===== config.mk =====
export PLATFORM = sky130hd
export DESIGN_NAME = irq_level_recognizer
export DESIGN_NICKNAME = d
export VERILOG_FILES = /design/src/rtl/irq_rec_pkg.sv /design/src/rtl/irq_edge_latch.sv /design/src/rtl/irq_level_judge.sv /design/src/rtl/irq_mask_reg.sv /design/src/rtl/irq_level_recognizer.sv
export SDC_FILE = /design/constraint.sdc
export NUM_CORES = 1
export LEC_CHECK = 0
export BUFFER_PORTS_ARGS = -buffer_cell sky130_fd_sc_hd__clkbuf_2
export CORE_AREA = 4 4 41 43
export DETAILED_ROUTE_END_ITERATION = 8
export DIE_AREA = 0 0 45 47
export PLACE_DENSITY = 0.82
export SYNTH_ARGS = -nofsm -noshare
export SYNTH_HDL_FRONTEND = slang
export SYNTH_SLANG_ARGS = --single-unit

===== constraint.sdc =====
create_clock -name clk -period 4 [get_ports clk]
set_input_delay 0.4 -clock clk [delete_from_list [all_inputs] [get_ports clk]]
set_output_delay 0.4 -clock clk [all_outputs]
set_load 0.01 [all_outputs]

===== src/rtl/irq_rec_pkg.sv =====
package irq_rec_pkg;
   localparam int unsigned LVL_W_DEFAULT = 3;
   localparam int unsigned SR_W_DEFAULT  = 16;
   localparam int unsigned MASK_LSB_DEFAULT = 8;

   typedef enum logic [1:0] {
      SRC_NONE  = 2'd0,
      SRC_LEVEL = 2'd1,
      SRC_EDGE  = 2'd2
   } take_src_e;
endpackage


===== src/rtl/irq_edge_latch.sv =====
module irq_edge_latch #(
   parameter int unsigned LVL_W = 3
) (
   input  logic             clk,
   input  logic             rst_n,
   input  logic [LVL_W-1:0] lvl_i,
   input  logic             clr_i,
   output logic             pend_o
);
   localparam logic [LVL_W-1:0] TOP_LVL = '1;

   logic [LVL_W-1:0] prev_q;
   logic             held_q;
   logic             rise;

   assign rise   = (lvl_i == TOP_LVL) && (prev_q != TOP_LVL);
   assign pend_o = held_q | rise;

   always_ff @(posedge clk) begin
      if (!rst_n) begin
         prev_q <= '0;
         held_q <= 1'b0;
      end else begin
         prev_q <= lvl_i;
         held_q <= pend_o & ~clr_i;
      end
   end
endmodule


===== src/rtl/irq_level_judge.sv =====
module irq_level_judge
   import irq_rec_pkg::*;
#(
   parameter int unsigned LVL_W = 3
) (
   input  logic             strobe_i,
   input  logic [LVL_W-1:0] lvl_i,
   input  logic [LVL_W-1:0] mask_i,
   input  logic             edge_pend_i,
   output logic             take_o,
   output logic [LVL_W-1:0] svc_lvl_o,
   output take_src_e        src_o
);
   localparam logic [LVL_W-1:0] TOP_LVL = '1;

   logic maskable_req;
   assign maskable_req = (lvl_i != '0) && (lvl_i != TOP_LVL) && (lvl_i > mask_i);

   always_comb begin
      src_o     = SRC_NONE;
      svc_lvl_o = '0;
      if (strobe_i) begin
         if (edge_pend_i) begin
            src_o     = SRC_EDGE;
            svc_lvl_o = TOP_LVL;
         end else if (maskable_req) begin
            src_o     = SRC_LEVEL;
            svc_lvl_o = lvl_i;
         end
      end
      take_o = (src_o != SRC_NONE);
   end
endmodule


===== src/rtl/irq_mask_reg.sv =====
module irq_mask_reg #(
   parameter int unsigned LVL_W    = 3,
   parameter int unsigned SR_W     = 16,
   parameter int unsigned MASK_LSB = 8
) (
   input  logic             clk,
   input  logic             rst_n,
   input  logic             wr_i,
   input  logic [SR_W-1:0]  wdata_i,
   input  logic             take_i,
   input  logic [LVL_W-1:0] svc_lvl_i,
   output logic [LVL_W-1:0] mask_o
);
   logic [LVL_W-1:0] field;

   generate
      if (SR_W == LVL_W) begin : g_whole
         assign field = wdata_i;
      end else begin : g_slice
         logic [SR_W-1:0] shifted;
         assign shifted = wdata_i >> MASK_LSB;
         assign field   = shifted[LVL_W-1:0];
         logic unused_hi;
         assign unused_hi = ^shifted[SR_W-1:LVL_W];
      end
   endgenerate

   always_ff @(posedge clk) begin
      if (!rst_n)      mask_o <= '1;
      else if (take_i) mask_o <= svc_lvl_i;
      else if (wr_i)   mask_o <= field;
   end
endmodule


===== src/rtl/irq_level_recognizer.sv =====
module irq_level_recognizer
   import irq_rec_pkg::*;
#(
   parameter int unsigned LVL_W    = LVL_W_DEFAULT,
   parameter int unsigned SR_W     = SR_W_DEFAULT,
   parameter int unsigned MASK_LSB = MASK_LSB_DEFAULT
) (
   input  logic             clk,
   input  logic             rst_n,
   input  logic [LVL_W-1:0] req_level_i,
   input  logic             boundary_i,
   input  logic             sr_we_i,
   input  logic [SR_W-1:0]  sr_wdata_i,
   output logic [LVL_W-1:0] mask_o,
   output logic             take_o,
   output logic [LVL_W-1:0] take_level_o
);
   generate
      if (LVL_W < 2) begin : g_bad_w
         $error("LVL_W must be at least 2");
      end
      if (MASK_LSB + LVL_W > SR_W) begin : g_bad_pos
         $error("mask field does not fit in the status word");
      end
   endgenerate

   logic             edge_pend;
   logic             take_now;
   logic [LVL_W-1:0] svc_lvl;
   take_src_e        src;

   irq_edge_latch #(.LVL_W(LVL_W)) u_edge (
      .clk(clk), .rst_n(rst_n), .lvl_i(req_level_i),
      .clr_i(take_now), .pend_o(edge_pend)
   );

   irq_level_judge #(.LVL_W(LVL_W)) u_judge (
      .strobe_i(boundary_i), .lvl_i(req_level_i), .mask_i(mask_o),
      .edge_pend_i(edge_pend), .take_o(take_now), .svc_lvl_o(svc_lvl),
      .src_o(src)
   );

   irq_mask_reg #(.LVL_W(LVL_W), .SR_W(SR_W), .MASK_LSB(MASK_LSB)) u_mask (
      .clk(clk), .rst_n(rst_n), .wr_i(sr_we_i), .wdata_i(sr_wdata_i),
      .take_i(take_now), .svc_lvl_i(svc_lvl), .mask_o(mask_o)
   );

   logic unused_src;
   assign unused_src = ^src;

   always_ff @(posedge clk) begin
      if (!rst_n) begin
         take_o       <= 1'b0;
         take_level_o <= '0;
      end else begin
         take_o       <= take_now;
         take_level_o <= svc_lvl;
      end
   end
endmodule


* After elaboration in Yosys (flattened, before gate mapping)
Index checks and enable logic that the tools add are counted.
** Word-level totals
- Register bits after elaboration :: 11
- Bits in latches :: 0
- Bits in writable memories :: 0
- Bits in read-only memories :: 0
- Bits of input ports :: 23
- Output and inout bits :: 7
- Logic and storage cells :: 26
- Memories kept :: 0
** Operators by class
- $add $sub $neg :: 0
- Multipliers :: 0
- Div/mod/pow operators :: 0
- Magnitude comparators :: 1
- Eq/ne operators :: 3
- Shifts and indexed selects :: 0
- Muxes and demuxes :: 8
- Bitwise operators :: 3
- Reductions and logical operators :: 6
** Operators by type and width (number)
- 3-bit two-way mux :: 5
- 3-bit inequality test, second input constant :: 2
- 2-bit two-way mux :: 2
- 2-bit nonzero test :: 2
- 3-bit equality test, second input constant :: 1
- 3-bit > comparator :: 1
- 1-bit logical AND :: 3
- 3-bit nonzero test :: 1
- 1-bit bitwise AND :: 1
- 1-bit two-way mux :: 1
- 1-bit NOT :: 1
- 1-bit OR :: 1

* Logic depth before layout (Yosys ltp)
Gate-level depths: netlist of run 1.
- Depth in word-level cells :: 9
- Gate-level depth with buffers :: 6
- Gate-level depth less buffers :: 6

* Hierarchy
Synthesis of run 1 repeated with hierarchy kept, for this count alone.
** Second synthesis, totals
- Cells, all modules :: 59
- Area total of the unflattened synthesis :: 551.8 sq um
** Modules (own cells, without submodules)
- irq_level_judge :: instances 1, cells each 26, area an instance 163.9 sq um, sequential area each 0.0 sq um
- irq_edge_latch :: instances 1, cells each 12, area an instance 146.4 sq um, sequential area each 80.1 sq um
- irq_mask_reg :: instances 1, cells each 13, area an instance 136.4 sq um, sequential area each 60.1 sq um
- irq_level_recognizer :: instances 1, cells each 8, area an instance 105.1 sq um, sequential area each 80.1 sq um

* Worst setup path before layout of run 1
No wires, ideal clock.
- Kind :: register to register
- From :: register u_mask.mask_o[2]
- To :: register u_mask.mask_o[0]
- Library setup time :: 0.121 ns
- Arrival :: 1.548 ns
- Required time :: 3.879 ns
- Setup slack :: 2.330 ns
- Cell stages (with the launch flop) :: 7
- Path buffers :: 0
- Path through :: dfxtp_1 inv_1 ha_1 a21oi_1 a21boi_0 a22o_4 mux2_4
** Between the ends
- Longest elaborated chain between the ends :: 7
- Elaborated cells on any way between the ends :: 11
- Those cells by class :: 1 x order compare; 7 x mux; 3 x reduce/logical
** RTL lines
- start, declared :: line irq_mask_reg.sv:12 : output logic [LVL_W-1:0] mask_o
- start signal, assigned :: line irq_mask_reg.sv:30 : else if (take_i) mask_o <= svc_lvl_i;
- start signal, assigned :: line irq_mask_reg.sv:31 : else if (wr_i) mask_o <= field;
- 3-bit > comparator * :: line irq_level_judge.sv:17 : assign maskable_req = (lvl_i != '0) && (lvl_i != TOP_LVL) && (lvl_i > mask_i);
- 1-bit logical AND * :: line irq_level_judge.sv:17
- 1-bit two-way mux :: line irq_level_judge.sv:26 : end else if (maskable_req) begin
- 2-bit two-way mux :: line irq_level_judge.sv:23 : if (edge_pend_i) begin
- 2-bit two-way mux :: line irq_level_judge.sv:22 : if (strobe_i) begin
- 2-bit nonzero test :: line irq_level_judge.sv:31 : take_o = (src_o != SRC_NONE);
- 3-bit two-way mux or 2-bit nonzero test (tied branches)
Mark *: on every way between the ends. The rest lies on a longest branch, timed or not.
A chain may end at the register's enable or synchronous reset.

* Worst setup path after layout of run 1
- From :: register u_mask.mask_o[2]
- To :: register u_mask.mask_o[1]
Same word-level chain as after synthesis.

==> reports/qor.yml, run 1 <==
core_um2: 1300
gp_congestion: 0.751
rsz0062_at_grt: "false"
start_kind: "flip-flop"
die_y_um: 47
grt.overflow.total: 0
r2r_start: "u_mask.mask_o[2]$_SDFFE_PN1P_"
initial_core_util: 0.390
fillers: 134
viasPerCell: 5.27
area_delta_synth_final_pct: 24.6
clk_pin_slew_worst_paths_ns: 0.07
yosysTopAreaCellShare: 0.433
r2r_cells: 6
leakagePower_uw: 0.000316
synthArstFlopShare: 0
drive_gt1_frac: 0.352
nNetsFinal: 98
drt_iter0_drc: 8
skew_ns: 0.00660
root_buffer: "clkbuf_4"
die_w_um: 45
ioPinCount: 30
synthMostInstantiatedCell: "dfxtp_1"
antenna_found_initial: 0
syn-mean-instance-area_um2: 9.96
maxSlewHeadroom: 0.774
clk_latency_ns: 0.27
report.final.slew_viol_count: 0
final-hold-violation-count: 0
firstDrtPassIters: 4
grt_pass1_wl_um: 1850
critical_path_class: "reg2reg"
rrSetupSlack_ns: 2.29
synth_area_leader_cell: "dfxtp_1"
synth_top_flop_cell: "dfxtp_1"
hold_class: "in2reg"
hold_start: "boundary_i"
holdPathStages: 2
r2r_end: "u_mask.mask_o[1]$_SDFFE_PN1P_"
arrival_ns: 1.86
hold_buffers: 0
ys_top_cells_by_area: "dfxtp_1, ha_1, mux2_4, mux2i_1, nand2_1"
globalRouteTotalUtil: 0.126
rows: 13
yosysSeqAreaShare: 0.433
finalSetupViolations: 0
setup_tns_ns: 0
cts_made_buffers: 3
endpoint_kind: "flip-flop"
cts_buffer_depth: 2
grt_max_degree: 9
tritoncts: "yes"
vias: 453
yosys.cell_types.count: 21
syn_inst: 51
htree_levels: 1
power_density_nw_per_um2: 393
clock-sinks: 11
drt-total-wl_um: 1060
placed_area_um2: 607
die_area_um2: 2120
crit_required_ns: 4.15
drv_cap: 0
peakVddDrop_uv: 142
postCtsSetupRepairBufs: 0
crit_fanout: 3
min_period_ns: 1.71
io_buffers: 16
synth_edf_count: 0
syn-cell-area_um2: 508
grt_pass1_vias: 455
yosys_warnings: 0
holdPathEnd: "u_edge.held_q$_SDFF_PN0_"
insertedDiodeCount: 0
wl_per_cell_um: 12.3
status: "finished clean"
cts_resized: 0
drc_errors: 0
synthesis.nets: 77
synthTopCellsByCount: "dfxtp_1, nand2_1, nor2_1"
period_share: 0.427
fmax_mhz: 586
tightest_slew_ns: 0.338
stdcell_area_um2: 633
ys_ff_latch: 11
antenna_left: 0
[layer usage]
layer / wire, um / share of wire / global-route usage
met1: 424 / 0.40 / 0.131
met4: 29 / 0.027 / 0.111
met2: 531 / 0.50 / 0.218
met5: 0 / 0 / 0
met3: 72 / 0.068 / 0.0230
[power by group]
| part | total, uW | internal [uW] | switching [uW] |
|---|---|---|---|
| clock network | 74.1 | 38.6 | 35.5 |
| logic | 53.9 | 25.7 | 28.3 |
| registers | 120 | 117 | 3.47 |
[how the worst max path moves through the flow]
| stage | slack, ns | endpoint | depth (start not counted) | start |
|---|---|---|---|---|
| after floorplan | 2.33 | u_mask.mask_o[0]$_SDFFE_PN1P_ | 6 | u_mask.mask_o[2]$_SDFFE_PN1P_ |
| final | 2.29 | u_mask.mask_o[1]$_SDFFE_PN1P_ | 6 | u_mask.mask_o[2]$_SDFFE_PN1P_ |
| after global placement | 2.16 | u_mask.mask_o[1]$_SDFFE_PN1P_ | 6 | req_level_i[2] |
| after global routing | 2.13 | u_mask.mask_o[1]$_SDFFE_PN1P_ | 6 | u_mask.mask_o[2]$_SDFFE_PN1P_ |
| after CTS | 2.27 | u_mask.mask_o[0]$_SDFFE_PN1P_ | 6 | u_mask.mask_o[2]$_SDFFE_PN1P_ |
| after detailed placement | 2.13 | u_mask.mask_o[0]$_SDFFE_PN1P_ | 6 | req_level_i[2] |
[critical path, stage by stage, from the launching register on]
cell      delay (ns)
dfxtp_1         0.34
inv_1           0.05
ha_1            0.32
nand3b_1        0.11
a21boi_0        0.29
a22o_4          0.19
mux2_4          0.29
[registers in the layout (all words and copies together), names as in the netlist]
| register | flops |
|---|---|
| take_level_o | 3 |
| take_o | 1 |
| u_edge.held_q | 1 |
| u_edge.prev_q | 3 |
| u_mask.mask_o | 3 |
[metrics by stage]
step	total power (uW)	worst slack (ns)	util	hold slack (ns)	std cells
final	249	2.29	0.487	0.382	86
after global routing	264	2.13	0.487	0.396	86
after CTS	252	2.27	0.487	0.371	86
after detailed placement	177	2.13	0.466	0.561	82
after global placement	174	2.16	0.466	0.552	82
after floorplan	157	2.33	-	0.476	51
[placed cells by master, fill, tap and decap left out, types with 2 or more instances in the layout]
| master | count |
|---|---|
| clkbuf_2 | 16 |
| dfxtp_1 | 11 |
| nand2_1 | 5 |
| nor2_1 | 5 |
| inv_1 | 4 |
| nor3_1 | 3 |
| ha_1 | 3 |
| clkbuf_4 | 3 |
| a21oi_1 | 2 |
| mux2i_1 | 2 |
| a22oi_1 | 2 |
| o211ai_1 | 2 |
| mux2_4 | 2 |
[logic make-up after synthesis]
kind of cell,synth area share
buffers and inverters,0.0295
AOI/OAI and AO/OA,0.172
and+or+nand+nor,0.192
DFF,0.433
muxes,0.0985
adders and majority gates,0.0739
[layout make-up]
cell class	count	area, um^2	area share
multi-input cells	36	273	0.431
flip-flops and latches	11	220	0.348
repair buffers	16	80.1	0.126
clock buffers	4	26.3	0.0415
well taps	15	18.8	0.0296
inverters	4	15.0	0.0237
Note: power is estimated with default switching activity, not from simulation.
==> run 2, diff against run 1 <==
--- a/config.mk
+++ b/config.mk
@@ -5,11 +5,12 @@
 export SDC_FILE = /design/constraint.sdc
 export NUM_CORES = 1
 export LEC_CHECK = 0
+export ABC_AREA = 1
 export BUFFER_PORTS_ARGS = -buffer_cell sky130_fd_sc_hd__clkbuf_2
-export CORE_AREA = 4 4 41 43
+export CORE_MARGIN = 4
+export CORE_UTILIZATION = 37
 export DETAILED_ROUTE_END_ITERATION = 8
-export DIE_AREA = 0 0 45 47
-export PLACE_DENSITY = 0.82
+export PLACE_DENSITY = 0.81
 export SYNTH_ARGS = -nofsm -noshare
 export SYNTH_HDL_FRONTEND = slang
 export SYNTH_SLANG_ARGS = --single-unit
==> constraint.sdc (replaced) <==
create_clock -name clk -period 1.5 [get_ports clk]
set_input_delay 0.15 -clock clk [delete_from_list [all_inputs] [get_ports clk]]
set_output_delay 0.15 -clock clk [all_outputs]
set_load 0.01 [all_outputs]
==> reports/qor.yml, run 2 <==
viasPerCell: 4.56
clock-sinks: 11
final_cell_mix: "clkbuf_2, nand3_1, nand2_1"
syn-mean-instance-area_um2: 7.70
cts_made_buffers: 3
tritoncts: "yes"
crit_required_ns: 1.64
tightest_slew_ns: 0.215
initial_core_util: 0.404
critical_path_class: "reg2reg"
yosysTopAreaCellShare: 0.408
swShare: 0.298
ioPinCount: 30
drt-total-wl_um: 1100
final_cell_count_no_fill: 108
hold_buffers: 0
yosys_warnings: 0
p_comb_frac: 0.264
synthArstFlopShare: 0
peakVddDrop_uv: 495
globalRouteTotalUtil: 0.118
placed_area_um2: 646
leakagePower_uw: 0.000401
whs_ns: 0.142
die_y_um: 46.2
sequentialPowerShare: 0.456
multi_input_area_um2: 300
rows: 13
final-hold-violation-count: 0
root_buffer: "clkbuf_4"
insertedDiodeCount: 0
antenna_found_initial: 0
register_area_um2: 223
synthesis.nets: 96
power_density_nw_per_um2: 984
grt_pass1_vias: 454
reg_top3: "take_level_o: 3 flops, u_edge.prev_q: 3 flops, u_mask.mask_o: 3 flops"
htree_levels: 1
nNetsFinal: 120
clk_pin_slew_worst_paths_ns: 0.07
dp.cells: 102
firstDrtPassIters: 4
ys_top_cells_by_area: "dfxtp_1, nand3_1, nand2_1, ha_1, inv_1"
p_int_uw: 494
endpoint_kind: "flip-flop"
drv_cap: 0
io_buffers: 16
yosysSeqAreaShare: 0.408
synthTopCellsByCount: "nand3_1, nand2_1, dfxtp_1"
grt_pass1_wl_um: 1740
die_area_um2: 2130
grt_max_degree: 8
synth_edf_count: 0
p_clk_frac: 0.280
gp_congestion: 0.775
synth_area_leader_cell: "dfxtp_1"
crit_chain: "inv_1 > ha_1 > nand3_2 > nand2_2 > nor2_4 > nand2_2 > nand2_4 > nand2_4 > nand3_1 > nand3_1"
stdcell_area_um2: 716
finalSetupViolations: 0
arrival_ns: 1.54
critPathBufInv: 1
syn_inst: 70
wl_per_cell_um: 10.2
crit_family: "simple AND/OR/NAND/NOR gates"
period_share: 0.931
place_ws_ns: -0.0288
critPathMaxStageDelay_ns: 0.33
die_w_um: 46.2
min_period_ns: 1.40
timing.final.ws_setup_ns: 0.104
status: "finished clean"
core_um2: 1330
clk_latency_ns: 0.26
vias: 492
ys_ff_latch: 11
syn-cell-area_um2: 539
drive_gt1_frac: 0.441
synthMostInstantiatedCell: "nand3_1"
drc_errors: 0
rsz0062_at_grt: "false"
crit_fanout: 6
hpwl_um: 904
antenna_left: 0
yosys.cell_types.count: 15
layout.cells.most_common: "clkbuf_2"
start_kind: "flip-flop"
synth_top_flop_cell: "dfxtp_1"
drt_iter0_drc: 2
grt.overflow.total: 0
worst_path_max_delay_cell: "dfxtp_2"
hold_class: "in2reg"
fmax_mhz: 716
report.final.slew_viol_count: 0
area_delta_synth_final_pct: 32.7
power.net_switching_uw: 210
cts_buffer_depth: 2
maxSlewHeadroom: 0.856
fillers: 137
skew_ns: 0.00660
-- run 2: cell families (layout without fill, tap and decap cells) --
group / after synthesis / count (layout) / synth area share
AOI/OAI and AO/OA: 4 / 4 / 0.0580
buffers and inverters: 12 / 35 / 0.0835
adders and majority gates: 3 / 3 / 0.0696
DFF: 11 / 11 / 0.408
and+or+nand+nor: 40 / 40 / 0.380
-- run 2: final timing paths --
| check | startpoint | end | slack (ns) | cells after the start |
|---|---|---|---|---|
| worst max-delay path | u_mask.mask_o[1]$_SDFFE_PN1P_ | u_mask.mask_o[2]$_SDFFE_PN1P_ | 0.10 | 10 |
| worst min-delay path | sr_wdata_i[10] | u_mask.mask_o[2]$_SDFFE_PN1P_ | 0.14 | 3 |
| worst max register to register | u_mask.mask_o[1]$_SDFFE_PN1P_ | u_mask.mask_o[2]$_SDFFE_PN1P_ | 0.10 | 10 |
| worst min register to register | u_mask.mask_o[0]$_SDFFE_PN1P_ | u_mask.mask_o[0]$_SDFFE_PN1P_ | 0.53 | 2 |
-- run 2: tightest hold or removal path, cell delays in order --
cell,delay [ns]
clkbuf_2,0.07
nand3_1,0.07
nand3_1,0.08
-- run 2: stage by stage --
step                 util  total power [uW]  TNS, ns
floorplan               -               431        0
CTS                 0.505               684        0
detailed placement  0.484               489  -0.0701
global route        0.537               746        0
global placement    0.484               481        0
finish              0.537               704        0
-- run 2: per-layer routing --
layer  share of wire  GRT usage  up-vias
met4           0.011     0.0682        0
met3           0.075     0.0352        2
met5               0          0        -
li1                -          -      269
met1            0.41      0.133      208
met2            0.50      0.195       13
-- run 2: cell type report --
type                       instances  share of cell area
tap                               15              0.0262
sequential                        11               0.311
inverter                          12              0.0629
multi-input combinational         47               0.420
clock buffer                       4              0.0367
timing repair buffer              19               0.143
-- run 2: what timing repair did --
| item | in CTS | in global routing |
|---|---|---|
| endpoints found under the setup margin | 3 | 4 |
| gates resized for setup | 1 | 5 |
| buffers inserted | 0 | 2 |
-- run 2: power groups by stage --
stage | registers [uW] | clock network (uW) | logic (uW)
floorplan | 334 | 0 | 97.3
global placement | 329 | 0 | 153
detailed placement | 329 | 0 | 160
CTS | 323 | 201 | 160
global route | 324 | 212 | 210
finish | 321 | 197 | 186
